## src/rtl/intagg_pkg.sv

```systemverilog
package intagg_pkg;
    localparam logic [1:0] A_CTRL = 2'd0;
    localparam logic [1:0] A_MASK = 2'd1;
    localparam logic [1:0] A_STAT = 2'd2;

    localparam int B_ME    = 0;
    localparam int B_FORCE = 1;
    localparam int B_CLR   = 2;
    localparam int B_ERRIE = 3;

    typedef enum logic {
        ERR_IDLE = 1'b0,
        ERR_PEND = 1'b1
    } err_state_e;
endpackage

```

## src/rtl/intagg_regs.sv

```systemverilog
module intagg_regs
    import intagg_pkg::*;
#(
    parameter int NUM_SRC = 10,
    parameter int DATA_W  = 32,
    parameter int ADDR_W  = 2
) (
    input  logic               clk,
    input  logic               rst_n,
    input  logic               wr_en,
    input  logic [ADDR_W-1:0]  addr,
    input  logic [DATA_W-1:0]  wdata,
    output logic               me_o,
    output logic               frc_o,
    output logic               eie_o,
    output logic               clr_o,
    output logic [NUM_SRC-1:0] mask_o
);
    typedef struct packed {
        logic               me;
        logic               frc;
        logic               eie;
        logic [NUM_SRC-1:0] mask;
    } regs_t;

    regs_t r_d, r_q;
    logic  ctrl_wr, mask_wr;

    always_comb begin
        ctrl_wr = wr_en && (addr == ADDR_W'(A_CTRL));
        mask_wr = wr_en && (addr == ADDR_W'(A_MASK));
        r_d     = r_q;
        if (ctrl_wr) begin
            r_d.me  = wdata[B_ME];
            r_d.frc = wdata[B_FORCE];
            r_d.eie = wdata[B_ERRIE];
        end
        if (mask_wr) begin
            r_d.mask = wdata[NUM_SRC-1:0];
        end
    end

    always_ff @(posedge clk or negedge rst_n) begin
        if (!rst_n) r_q <= '0;
        else        r_q <= r_d;
    end

    assign me_o   = r_q.me;
    assign frc_o  = r_q.frc;
    assign eie_o  = r_q.eie;
    assign mask_o = r_q.mask;
    assign clr_o  = ctrl_wr && wdata[B_CLR];
endmodule

```

## src/rtl/intagg_lines.sv

```systemverilog
module intagg_lines #(
    parameter int NUM_SLOTS = 5,
    parameter int LINES     = 2
) (
    input  logic                        clk,
    input  logic                        rst_n,
    input  logic [NUM_SLOTS*LINES-1:0]  irq_in,
    input  logic [NUM_SLOTS*LINES-1:0]  mask,
    output logic [NUM_SLOTS*LINES-1:0]  irq_sts,
    output logic                        hit
);
    localparam int NUM_SRC = NUM_SLOTS * LINES;

    typedef struct packed {
        logic [NUM_SRC-1:0] sts;
    } line_t;

    line_t l_d, l_q;
    logic [NUM_SLOTS-1:0] slot_hit;

    always_comb begin
        l_d     = l_q;
        l_d.sts = irq_in;
    end

    always_ff @(posedge clk or negedge rst_n) begin
        if (!rst_n) l_q <= '0;
        else        l_q <= l_d;
    end

    for (genvar s = 0; s < NUM_SLOTS; s++) begin : g_slot
        assign slot_hit[s] = |(l_q.sts[s*LINES +: LINES] & mask[s*LINES +: LINES]);
    end

    assign irq_sts = l_q.sts;
    assign hit     = |slot_hit;
endmodule

```

## src/rtl/intagg_err.sv

```systemverilog
module intagg_err
    import intagg_pkg::*;
#(
    parameter int NUM_SLOTS = 5
) (
    input  logic                 clk,
    input  logic                 rst_n,
    input  logic [NUM_SLOTS-1:0] err_pulse,
    input  logic                 clr,
    input  logic                 eie,
    output logic [NUM_SLOTS-1:0] err_sts,
    output logic                 err_active
);
    typedef struct packed {
        logic [NUM_SLOTS-1:0] sts;
        err_state_e           st;
    } err_t;

    err_t e_d, e_q;

    always_comb begin
        e_d = e_q;
        // clear first, new pulses afterwards so none is lost
        if (clr) e_d.sts = '0;
        e_d.sts = e_d.sts | err_pulse;
        unique case (e_q.st)
            ERR_IDLE: if (eie && (|e_q.sts) && !clr) e_d.st = ERR_PEND;
            ERR_PEND: if (clr) e_d.st = ERR_IDLE;
            default:  e_d.st = ERR_IDLE;
        endcase
    end

    always_ff @(posedge clk or negedge rst_n) begin
        if (!rst_n) e_q <= '{sts: '0, st: ERR_IDLE};
        else        e_q <= e_d;
    end

    assign err_sts    = e_q.sts;
    assign err_active = (e_q.st == ERR_PEND);
endmodule

```

## src/rtl/intagg_top.sv

```systemverilog
module intagg_top
    import intagg_pkg::*;
#(
    parameter int NUM_SLOTS = 5,
    parameter int LINES     = 2,
    parameter int DATA_W    = 32,
    parameter int ADDR_W    = 2
) (
    input  logic                       clk,
    input  logic                       rst_n,
    input  logic                       wr_en,
    input  logic [ADDR_W-1:0]          addr,
    input  logic [DATA_W-1:0]          wdata,
    output logic [DATA_W-1:0]          rd_data,
    input  logic [NUM_SLOTS*LINES-1:0] irq_in,
    input  logic [NUM_SLOTS-1:0]       err_pulse,
    output logic                       host_irq
);
    localparam int NUM_SRC = NUM_SLOTS * LINES;

    logic               me, frc, eie, clr, hit, err_active;
    logic [NUM_SRC-1:0] mask, irq_sts;
    logic [NUM_SLOTS-1:0] err_sts;

    intagg_regs #(.NUM_SRC(NUM_SRC), .DATA_W(DATA_W), .ADDR_W(ADDR_W)) i_regs (
        .clk(clk), .rst_n(rst_n), .wr_en(wr_en), .addr(addr), .wdata(wdata),
        .me_o(me), .frc_o(frc), .eie_o(eie), .clr_o(clr), .mask_o(mask)
    );

    intagg_lines #(.NUM_SLOTS(NUM_SLOTS), .LINES(LINES)) i_lines (
        .clk(clk), .rst_n(rst_n), .irq_in(irq_in), .mask(mask),
        .irq_sts(irq_sts), .hit(hit)
    );

    intagg_err #(.NUM_SLOTS(NUM_SLOTS)) i_err (
        .clk(clk), .rst_n(rst_n), .err_pulse(err_pulse), .clr(clr), .eie(eie),
        .err_sts(err_sts), .err_active(err_active)
    );

    always_comb begin
        rd_data = '0;
        unique case (addr)
            ADDR_W'(A_CTRL): begin
                rd_data[B_ME]    = me;
                rd_data[B_FORCE] = frc;
                rd_data[B_ERRIE] = eie;
            end
            ADDR_W'(A_MASK): rd_data[NUM_SRC-1:0] = mask;
            ADDR_W'(A_STAT): begin
                rd_data[NUM_SRC-1:0]           = irq_sts;
                rd_data[NUM_SRC +: NUM_SLOTS]  = err_sts;
            end
            default: rd_data = '0;
        endcase
    end

    assign host_irq = me && (hit || frc || err_active);
endmodule

```

## config.mk

```make
export PLATFORM = sky130hd
export DESIGN_NAME = intagg_top
export DESIGN_NICKNAME = d
export VERILOG_FILES = /design/src/rtl/intagg_pkg.sv /design/src/rtl/intagg_regs.sv /design/src/rtl/intagg_lines.sv /design/src/rtl/intagg_err.sv /design/src/rtl/intagg_top.sv
export SDC_FILE = /design/constraint.sdc
export NUM_CORES = 1
export LEC_CHECK = 0
export ABC_AREA = 1
export BUFFER_PORTS_ARGS = -buffer_cell sky130_fd_sc_hd__buf_2
export CAP_MARGIN = 20
export CORE_MARGIN = 3
export CORE_UTILIZATION = 47
export CTS_BUF_LIST = sky130_fd_sc_hd__clkbuf_16
export CTS_CLUSTER_DIAMETER = 30
export CTS_CLUSTER_SIZE = 8
export DETAILED_ROUTE_END_ITERATION = 10
export PLACE_DENSITY = 0.85
export SYNTH_ARGS = -nofsm -noshare
export SYNTH_HDL_FRONTEND = slang
export SYNTH_SLANG_ARGS = --single-unit
```

## constraint.sdc

```tcl
create_clock -name clk -period 2.5 [get_ports clk]
set_clock_uncertainty 0.1 [all_clocks]
set_input_delay 0.75 -clock clk [delete_from_list [all_inputs] [get_ports clk]]
set_output_delay 0.75 -clock clk [all_outputs]
set_load 0.05 [all_outputs]
```

==> metrics.cfg, run 1 <==
[status]
status = finished clean

[detailed_routing]
ant_nets = 0
drtIter0Drc = 38
via_per_inst = 4.55
drc = 0
vias = 1220
dr.pass1.iters = 4
wirelength_um = 3300
wire_per_inst_um = 12.3

[grt]
use_met1 = 0.242
grt_overflow = 0
grt_pass1_wl_um = 5260
grtUsageTotal = 0.192
grt_start_max_net_pins = 30
antenna_found_initial = 0
grtUsageMet2 = 0.312
busiest_layer = met2
met3_usage = 0.0764
grt_pass1_vias = 1222

[clock_tree]
post_cts_buffers = 0
cts_buffers = 5
cts_tree = done
clk_latency_ns = 0.27
path_clk_slew_ns = 0.05
hold_buffers = 0
clock_sinks = 29
clock-root-buffer = clkbuf_16
cts.htree.levels = 2
clockBufferDepth = 2

[power]
p_per_area_nw_per_um2 = 707
power.leakage_nw = 1.11
power.total_mw = 1.47
ir_worst_vdd_v = 0.000555

[timing]
tns_ns = 0
setup_ws_ns = 0.0343
hold_violations = 0
tightest_slew_ns = 0.622
finalCriticalPeriod_ns = 2.47
post-route-period-util = 0.986
slew_headroom = 0.585
setup_violations = 0
hold_slack_ns = 0.393
clock.fmax_ghz = 0.406
rsz0062_at_grt = yes
drv_slew = 0

[logic_synthesis]
syn_area_per_cell_um2 = 8.56
synth_area_um2 = 1470
ys_types = 17
netlist_instances = 172
synth-seq-cells = 29
ys.warnings.count = 0
yosysSeqAreaShare = 0.493

[cells_and_area]
final_util = 0.722
nFillCells = 199
stdcell_count = 268
stdcell_area_um2 = 2080
syn_to_final_growth_pct = 41.0
num_antenna_cells = 0
drive_gt1_frac = 0.354
nets = 281

[floorplan]
die_area_um2 = 3840
die_w_um = 62.0
top_level_ports = 85
start_util = 0.512
dieHeight_um = 62.0
core_area_um2 = 2880
rows = 19

[placed_design]
io_buffer_count = 45
dp_hpwl_um = 2290
place_ws_ns = -0.150
placedCellCount = 261
postPlaceCellArea_um2 = 1800
routabilityCongestion = 0.804

[critical_path]
rr_worst_depth = 4
cp.required_ns = 1.65
criticalPathCategory = in2out
r2r_setup_slack_ns = 1.52
path_max_fanout = 12
slowest_delay_ns = 0.17
cp_slowest_cell = buf_6
crit_buf_inv = 4
path_delay_family = buffers and inverters
path_cells = buf_6, inv_6, ha_4, buf_12, nand2_1, a21oi_4, buf_6
crit-reg2reg-launch = i_err.err_sts[3]
crit_arrival_ns = 1.62
startpoint_type = input port
crit_top_cell = buf_6
worstSetupEndpointType = primary output
regToRegEndpoint = i_err.err_active

[run]
cap_violations = 0

[worst_hold_path]
hold_class = in2async

-- where the power goes --
group | total [mW] | switching [mW] | internal (mW) | leakage [nW]
registers | 0.559 | 0.0383 | 0.521 | 0.330
clock network | 0.544 | 0.187 | 0.358 | 0.0687
logic | 0.365 | 0.241 | 0.124 | 0.714
-- timing repair --
action / in CTS / in global routing
setup endpoints to repair: 15 / 11
resized for setup: 39 / 11
pin swaps: 1 / 0
-- cell families after synthesis --
kind of cell,count (synthesis),share of synthesized area
compound gates,20,0.0765
fa+ha+maj,4,0.0340
buf+inv,43,0.160
flops,29,0.493
mux,6,0.0510
other cells,1,0.00255
simple gates,69,0.184
-- cells in the mapped netlist --
master / count / area [um^2]
a21oi_1: 8 / 40.0
conb_1: 1 / 3.75
dfrtp_1: 29 / 726
o21ai_0: 7 / 35.0
buf_6: 1 / 11.3
nand2_2: 1 / 6.26
buf_4: 17 / 128
nor2_1: 7 / 26.3
nand2_1: 55 / 206
nor2_2: 1 / 6.26
o21bai_1: 5 / 37.5
buf_2: 2 / 10.0
ha_1: 4 / 50.1
mux2_4: 2 / 30.0
nand3_1: 5 / 25.0
inv_1: 23 / 86.3
mux2_2: 4 / 45.0
-- per-layer routing --
metal	wire length [um]	part of all wire	vias to the layer above
li1	-	-	599
met2	1700	0.51	51
met3	284	0.086	2
met5	0	0	-
met1	1310	0.40	568
met4	7	0.0021	0
-- state kept, by name, indices dropped and copies added (netlist names) --
name,count
i_regs.eie_o,1
i_lines.irq_sts,10
i_err.err_active,1
i_regs.mask_o,10
i_regs.me_o,1
i_regs.frc_o,1
i_err.err_sts,5
-- how the worst max path moves through the flow --
stage,startpoint,slack [ns],to,depth (start not counted)
after floorplan,addr[0],-0.10,rd_data[8],4
after global placement,addr[0],-0.11,rd_data[4],7
after detailed placement,addr[0],-0.15,rd_data[8],7
after CTS,addr[0],0.004,rd_data[8],7
after global routing,addr[1],-0.01,rd_data[0],9
final,addr[0],0.03,rd_data[8],7
-- cell type report --
cell class                      instances  area [um^2]  area share
Tap cell                               42         52.6      0.0253
Clock buffer                            5          125      0.0602
Clock inverter                          3         12.5     0.00602
Inverter                               23         96.3      0.0464
Multi-Input combinational cell        116          691       0.333
Timing Repair Buffer                   50          374       0.180
Sequential cell                        29          726       0.349
-- cell usage in the layout (no fill, tap or decap), drive strengths merged, types with 6 or more instances in the layout --
cell type,n
nor2,8
o21ai,7
dfrtp,29
a21oi,8
nand2,56
mux2,6
inv,23
conb,17
buf,50
-- worst register-to-register path: cells and delay by family, from the launching register on --
kind            cells  cell delay [ns]
compound gates      1             0.12
flops               1             0.39
simple gates        3             0.24
No activity file was read; power rests on OpenSTA's default activity.
==> inputs of run 2 (changes only) <==
--- a/config.mk
+++ b/config.mk
@@ -15,6 +15,7 @@
 export CTS_CLUSTER_SIZE = 8
 export DETAILED_ROUTE_END_ITERATION = 10
 export PLACE_DENSITY = 0.85
+export RECOVER_POWER = 50
 export SYNTH_ARGS = -nofsm -noshare
 export SYNTH_HDL_FRONTEND = slang
 export SYNTH_SLANG_ARGS = --single-unit
==> run 2 against run 1 <==
  * The run now ends with capacitance limit left
  * Global-route usage did not move
  * First-iteration DRC count unchanged
  * Clock-buffer cell count stayed put
  * Sequential power barely moved
  * Combinational power hardly changed
  * Hold slack better by 0.016 ns
  * Routed wire length hardly changed
  * Register-to-register slack barely moved
  * Final area is 0.12% lower
  * Total power about the same
  * Critical path type unchanged
  * Largest power group unchanged
==> metrics.cfg, run 2 (same netlist as run 1, synthesis figures left out) <==
[timing]
tightest_slew_ns = 1.49  ; was 0.622 ns
tns_ns = 0  ; unchanged
post-route-period-util = 0.986  ; about the same
clock.fmax_ghz = 0.406  ; about the same
setup_violations = 0  ; unchanged
rsz0062_at_grt = yes  ; unchanged
hold_violations = 0  ; unchanged
slew_headroom = 0.00564  ; was 0.585
drv_slew = 0  ; unchanged
finalCriticalPeriod_ns = 2.47  ; about the same
setup_ws_ns = 0.0342  ; was 0.0343 ns

[floorplan]
die_area_um2 = 3840  ; unchanged
core_area_um2 = 2880  ; unchanged
rows = 19  ; unchanged
die_w_um = 62.0  ; unchanged
dieHeight_um = 62.0  ; unchanged
top_level_ports = 85  ; unchanged
start_util = 0.512  ; unchanged

[detailed_routing]
ant_nets = 0  ; unchanged
via_per_inst = 4.55  ; unchanged
wirelength_um = 3300  ; about the same
vias = 1220  ; unchanged
wire_per_inst_um = 12.3  ; about the same
drtIter0Drc = 38  ; unchanged
drc = 0  ; unchanged
dr.pass1.iters = 4  ; unchanged

[critical_path]
crit_arrival_ns = 1.62  ; about the same
path_max_fanout = 12  ; unchanged
path_cells = buf_6, inv_6, ha_4, buf_12, nand2_1, a21oi_4, buf_6  ; unchanged
cp_slowest_cell = buf_6  ; unchanged
worstSetupEndpointType = primary output  ; unchanged
slowest_delay_ns = 0.17  ; about the same
crit_top_cell = buf_6  ; unchanged
criticalPathCategory = in2out  ; unchanged
cp.required_ns = 1.65  ; about the same
startpoint_type = input port  ; unchanged

[placed_design]
postPlaceCellArea_um2 = 1800  ; unchanged
dp_hpwl_um = 2290  ; unchanged
routabilityCongestion = 0.804  ; unchanged
placedCellCount = 261  ; unchanged
io_buffer_count = 45  ; unchanged
place_ws_ns = -0.150  ; unchanged

[clock_tree]
clock_sinks = 29  ; unchanged
cts_tree = done  ; unchanged
clk_latency_ns = 0.27  ; about the same
clockBufferDepth = 2  ; unchanged
path_clk_slew_ns = 0.05  ; about the same
hold_buffers = 0  ; unchanged
clock-root-buffer = clkbuf_16  ; unchanged
cts.htree.levels = 2  ; unchanged
post_cts_buffers = 0  ; unchanged
cts_buffers = 5  ; unchanged

[cells_and_area]
num_antenna_cells = 0  ; unchanged
drive_gt1_frac = 0.345  ; was 0.354
stdcell_area_um2 = 2070  ; was 2080 um^2
syn_to_final_growth_pct = 40.9  ; was 41.0%
stdcell_count = 268  ; unchanged
nets = 281  ; unchanged
final_util = 0.721  ; was 0.722
layout_commonest_cell = nand2_1  ; unchanged
mostFrequentLayoutCells = nand2_1 (54), dfrtp_1 (29), buf_2 (26)  ; was nand2_1 (54), dfrtp_1 (29), buf_2 (28)

[grt]
antenna_found_initial = 0  ; unchanged
grt_pass1_vias = 1222  ; unchanged
grtUsageTotal = 0.192  ; unchanged
grt_start_max_net_pins = 30  ; unchanged
grt_pass1_wl_um = 5260  ; unchanged
grt_overflow = 0  ; unchanged

[worst_hold_path]
hold_class = reg2reg  ; was in2async

[status]
violations = capacitance limit
status = complete, but fails checks  ; was finished clean

[power]
ir_worst_vdd_v = 0.000555  ; about the same
power.leakage_nw = 1.11  ; about the same
p_per_area_nw_per_um2 = 708  ; was 707 nW/um^2

[run]
cap_violations = 1  ; was 0

==> run 2: changes by cell type in the layout (fill, tap and decap cells not counted), sizes merged <==
cell    before  now
buf         50   48
clkbuf       5    7
==> run 2: layout make-up <==
cell class                      count  area (um^2)
Fill cell                         201          802
Sequential cell                    29          726
Multi-Input combinational cell    116          691
Timing Repair Buffer               50          372
Clock buffer                        5          125
Inverter                           23         96.3
Tap cell                           42         52.6
Clock inverter                      3         12.5
==> run 2: path summary, 6_finish.rpt <==
check | start | to | slack, ns | depth (start not counted)
setup / recovery | addr[0] | rd_data[8] | 0.03 | 7
hold / removal | i_err.err_active | i_err.err_active | 0.41 | 2
setup reg to reg | i_err.err_sts[3] | i_err.err_active | 1.52 | 4
hold reg to reg | i_err.err_active | i_err.err_active | 0.41 | 2
max in group asynchronous | rst_n | i_lines.irq_sts[7] | 0.69 | 1
min in group asynchronous | rst_n | i_lines.irq_sts[3] | 0.73 | 1
==> run 2: stage by stage <==
step	total power, mW	hold slack (ns)
finish	1.47	0.409
global route	1.54	0.437
CTS	1.47	0.409
detailed placement	0.891	0.395
global placement	0.884	0.388
floorplan	0.819	0.354
==> run 2: timing repair <==
item	CTS	global route
endpoints found under the setup margin	15	11
cloned	0	0
gates resized for setup	39	11
pin swaps	1	0
==> run 2: worst max-delay path, delay by kind of cell <==
family | cells | cell delay, ns
compound gates | 1 | 0.16
fa+ha+maj | 1 | 0.14
buf+inv | 4 | 0.47
simple gates | 1 | 0.10
==> run 2: power by group <==
group,internal [mW],switching [mW],leakage [nW]
Combinational,0.124,0.241,0.709
Sequential,0.521,0.0382,0.330
Clock,0.358,0.187,0.0687
Total,1.00,0.466,1.11
==> run 2: per-layer routing <==
metal	share of wire	track usage
met3	0.085	0.0764
met4	0.0021	0.0455
met1	0.40	0.242
met5	0	0
met2	0.51	0.312
==> inputs of run 3 (changes only) <==
--- a/config.mk
+++ b/config.mk
@@ -5,16 +5,17 @@
 export SDC_FILE = /design/constraint.sdc
 export NUM_CORES = 1
 export LEC_CHECK = 0
-export ABC_AREA = 1
 export BUFFER_PORTS_ARGS = -buffer_cell sky130_fd_sc_hd__buf_2
 export CAP_MARGIN = 20
+export CELL_PAD_IN_SITES_DETAIL_PLACEMENT = 1
+export CELL_PAD_IN_SITES_GLOBAL_PLACEMENT = 2
 export CORE_MARGIN = 3
-export CORE_UTILIZATION = 47
+export CORE_UTILIZATION = 26
 export CTS_BUF_LIST = sky130_fd_sc_hd__clkbuf_16
 export CTS_CLUSTER_DIAMETER = 30
 export CTS_CLUSTER_SIZE = 8
 export DETAILED_ROUTE_END_ITERATION = 10
-export PLACE_DENSITY = 0.85
+export PLACE_DENSITY_LB_ADDON = 0.1
 export RECOVER_POWER = 50
 export SYNTH_ARGS = -nofsm -noshare
 export SYNTH_HDL_FRONTEND = slang
==> run 3 against run 2 <==
  * The flow finishes with violations (capacitance limit, slew limit, setup timing)
  * Synthesized cell count fell by 35%
  * Total power up 3.7%
  * Setup slack lost 0.14 ns
  * Via count decreased by 11%
  * Largest cell class unchanged
  * Register-to-register slack worse by 0.49 ns
  * Highest routed layer unchanged
  * First-iteration DRC count is 21% lower
  * Critical path type unchanged
  * Sequential power increased by 3%
  * Critical path depth stayed put
==> metrics.cfg, run 3 <==
[logic_synthesis]
yosysTopAreaCellShare = 0.531  ; was 0.493
ys_types = 23  ; was 17
yosysSeqAreaShare = 0.531  ; was 0.493
syn_area_per_cell_um2 = 12.3  ; was 8.56 um^2
ys.warnings.count = 0  ; unchanged
ys.flop_type = dfrtp_1  ; unchanged
synth_largest_area_cell = dfrtp_1  ; unchanged
ys_async_sr_fraction = 1.00  ; unchanged
synth_area_um2 = 1370  ; was 1470 um^2
synth_commonest_cells = dfrtp_1 (29), buf_4 (17), mux2_2 (13)  ; was nand2_1 (55), dfrtp_1 (29), inv_1 (23)
netlist_instances = 111  ; was 172
synth-seq-cells = 29  ; unchanged
synth_edf_count = 0  ; unchanged
synth_area_leaders = dfrtp_1 (53%), mux2_2 (11%), buf_4 (9.3%)  ; was dfrtp_1 (49%), nand2_1 (14%), buf_4 (8.7%)
yosysMostFrequentCell = dfrtp_1  ; was nand2_1

[grt]
grtUsageTotal = 0.125  ; was 0.192
grt_start_max_net_pins = 30  ; unchanged
antenna_found_initial = 0  ; unchanged
grt_pass1_wl_um = 5720  ; was 5260 um
grt_overflow = 0  ; unchanged
grt_pass1_vias = 1163  ; was 1222

[worst_hold_path]
hold_class = reg2reg  ; unchanged

[placed_design]
dp_hpwl_um = 2770  ; was 2290 um
routabilityCongestion = 0.694  ; was 0.804
io_buffer_count = 45  ; unchanged

[cells_and_area]
multiInputGateArea_um2 = 723  ; was 691 um^2
num_antenna_cells = 0  ; unchanged
syn_to_final_growth_pct = 59.7  ; was 40.9%
layout_commonest_cell = dfrtp_1  ; was nand2_1
final_util = 0.445  ; was 0.721
mostFrequentLayoutCells = dfrtp_1 (29), buf_2 (26), buf_4 (24)  ; was nand2_1 (54), dfrtp_1 (29), buf_2 (26)
nets = 236  ; was 281
drive_gt1_frac = 0.597  ; was 0.345
nFillCells = 550  ; was 201
regArea_um2 = 726  ; unchanged

[detailed_routing]
via_per_inst = 4.38  ; was 4.55
wirelength_um = 3590  ; was 3300 um
ant_nets = 0  ; unchanged
drc = 0  ; unchanged
wire_per_inst_um = 14.5  ; was 12.3 um
dr.pass1.iters = 5  ; was 4
drtIter0Drc = 30  ; was 38
vias = 1085  ; was 1220

[timing]
finalCriticalPeriod_ns = 2.61  ; was 2.47 ns
post-route-period-util = 1.04  ; was 0.986
rsz0062_at_grt = yes  ; unchanged
clock.fmax_ghz = 0.384  ; was 0.406 GHz
hold_slack_ns = 0.396  ; was 0.409 ns
tightest_slew_ns = 1.55  ; was 1.49 ns
slew_headroom = -0.0305  ; was 0.00564
drv_slew = 30  ; was 0
setup_ws_ns = -0.107  ; was 0.0342 ns
setup_violations = 8  ; was 0
hold_violations = 0  ; unchanged

[floorplan]
top_level_ports = 85  ; unchanged
die_area_um2 = 6170  ; was 3840 um^2
core_area_um2 = 4910  ; was 2880 um^2
die_w_um = 78.5  ; was 62.0 um
dieHeight_um = 78.5  ; was 62.0 um
start_util = 0.278  ; was 0.512
rows = 25  ; was 19

[clock_tree]
cts_tree = done  ; unchanged
cts_buffers = 5  ; unchanged
clock-root-buffer = clkbuf_16  ; unchanged
path_clk_slew_ns = 0.05  ; about the same
clock_sinks = 29  ; unchanged
clk_latency_ns = 0.27  ; about the same
clockBufferDepth = 2  ; unchanged
cts.htree.levels = 2  ; unchanged

[run]
cap_violations = 1  ; unchanged

[status]
violations = capacitance limit, slew limit, setup timing  ; was capacitance limit
status = complete, but fails checks  ; unchanged

[critical_path]
path_max_fanout = 5  ; was 12
criticalPathCategory = in2out  ; unchanged
crit_arrival_ns = 1.76  ; was 1.62 ns
cp.required_ns = 1.65  ; about the same
worstSetupEndpointType = primary output  ; unchanged
startpoint_type = input port  ; unchanged

[power]
power.leakage_nw = 1.00  ; was 1.11 nW
p_per_area_nw_per_um2 = 697  ; was 708 nW/um^2
ir_worst_vdd_v = 0.000286  ; was 0.000555 V

-- run 3: changes by cell type after synthesis, sizes merged, moves of 7 or more --
| cell | previous run | this run |
|---|---|---|
| inv | 23 | 3 |
| nor2b | 0 | 7 |
| o21ai | 7 | 0 |
| a21oi | 8 | 0 |
| mux2 | 6 | 13 |
| nand2 | 56 | 2 |
| a22oi | 0 | 7 |
-- run 3: worst paths after layout --
kind	start	to	slack, ns	cells after the start
hold reg to reg	i_err.err_sts[1]	i_err.err_sts[1]	0.40	1
max in group asynchronous	rst_n	i_regs.mask_o[5]	0.64	1
min in group asynchronous	rst_n	i_regs.mask_o[6]	0.75	1
setup reg to reg	i_err.err_sts[2]	i_err.err_active	1.03	3
setup / recovery	addr[1]	rd_data[3]	-0.11	7
hold / removal	i_err.err_sts[1]	i_err.err_sts[1]	0.40	1
-- run 3: where the power goes --
| part | internal, mW | leakage, nW | switching, mW |
|---|---|---|---|
| Combinational | 0.175 | 0.597 | 0.234 |
| Clock | 0.355 | 0.0776 | 0.184 |
| Sequential | 0.524 | 0.325 | 0.0492 |
-- run 3: cell families (layout without fill, tap and decap cells) --
family / Yosys count / count (layout) / synth area share
and+or+nand+nor: 19 / 19 / 0.0787
DFF: 29 / 29 / 0.531
muxes: 13 / 13 / 0.107
adders and majority gates: 4 / 4 / 0.0366
other: 1 / 17 / 0.00274
buffers and inverters: 22 / 76 / 0.107
AOI/OAI and AO/OA: 23 / 23 / 0.137
-- run 3: final cells by class --
class,instances,area share
sequential,29,0.332
inverter,3,0.0120
clock inverter,3,0.00516
tap,67,0.0384
multi-input combinational,76,0.331
clock buffer,5,0.0573
timing repair buffer,65,0.223
-- run 3: critical path, stage by stage --
cell and delay [ns]:
buf_12 0.10, inv_12 0.03, ha_4 0.16, a222oi_1 0.34, buf_4 0.18, nor2_4 0.03
buf_6 0.16
-- run 3: stage by stage --
| step | instance area [um^2] | cells | power, mW | setup WS, ns | TNS, ns |
|---|---|---|---|---|---|
| detailed placement | 1810 | 234 | 0.930 | -0.372 | -3.51 |
| finish | 2180 | 248 | 1.52 | -0.107 | -0.664 |
| CTS | 2120 | 243 | 1.53 | -0.133 | -0.381 |
| global placement | 1810 | 234 | 0.923 | -0.361 | -3.38 |
| global route | 2180 | 248 | 1.59 | -0.210 | -1.16 |
| floorplan | 1550 | 127 | 0.839 | -0.0178 | -0.0178 |
-- run 3: repair_timing --
action                     4_1_cts  5_1_grt
hold buffers                     0        0
pin swaps                        8        9
setup endpoints to repair       16       12
gates resized for setup         45        6
buffers inserted                 1        6
-- run 3: per-layer routing --
metal	track usage	up-vias	routed length, um
li1	-	501	-
met1	0.132	536	1440
met2	0.222	41	1850
met3	0.0424	7	239
met4	0.0577	0	68
met5	0	-	0
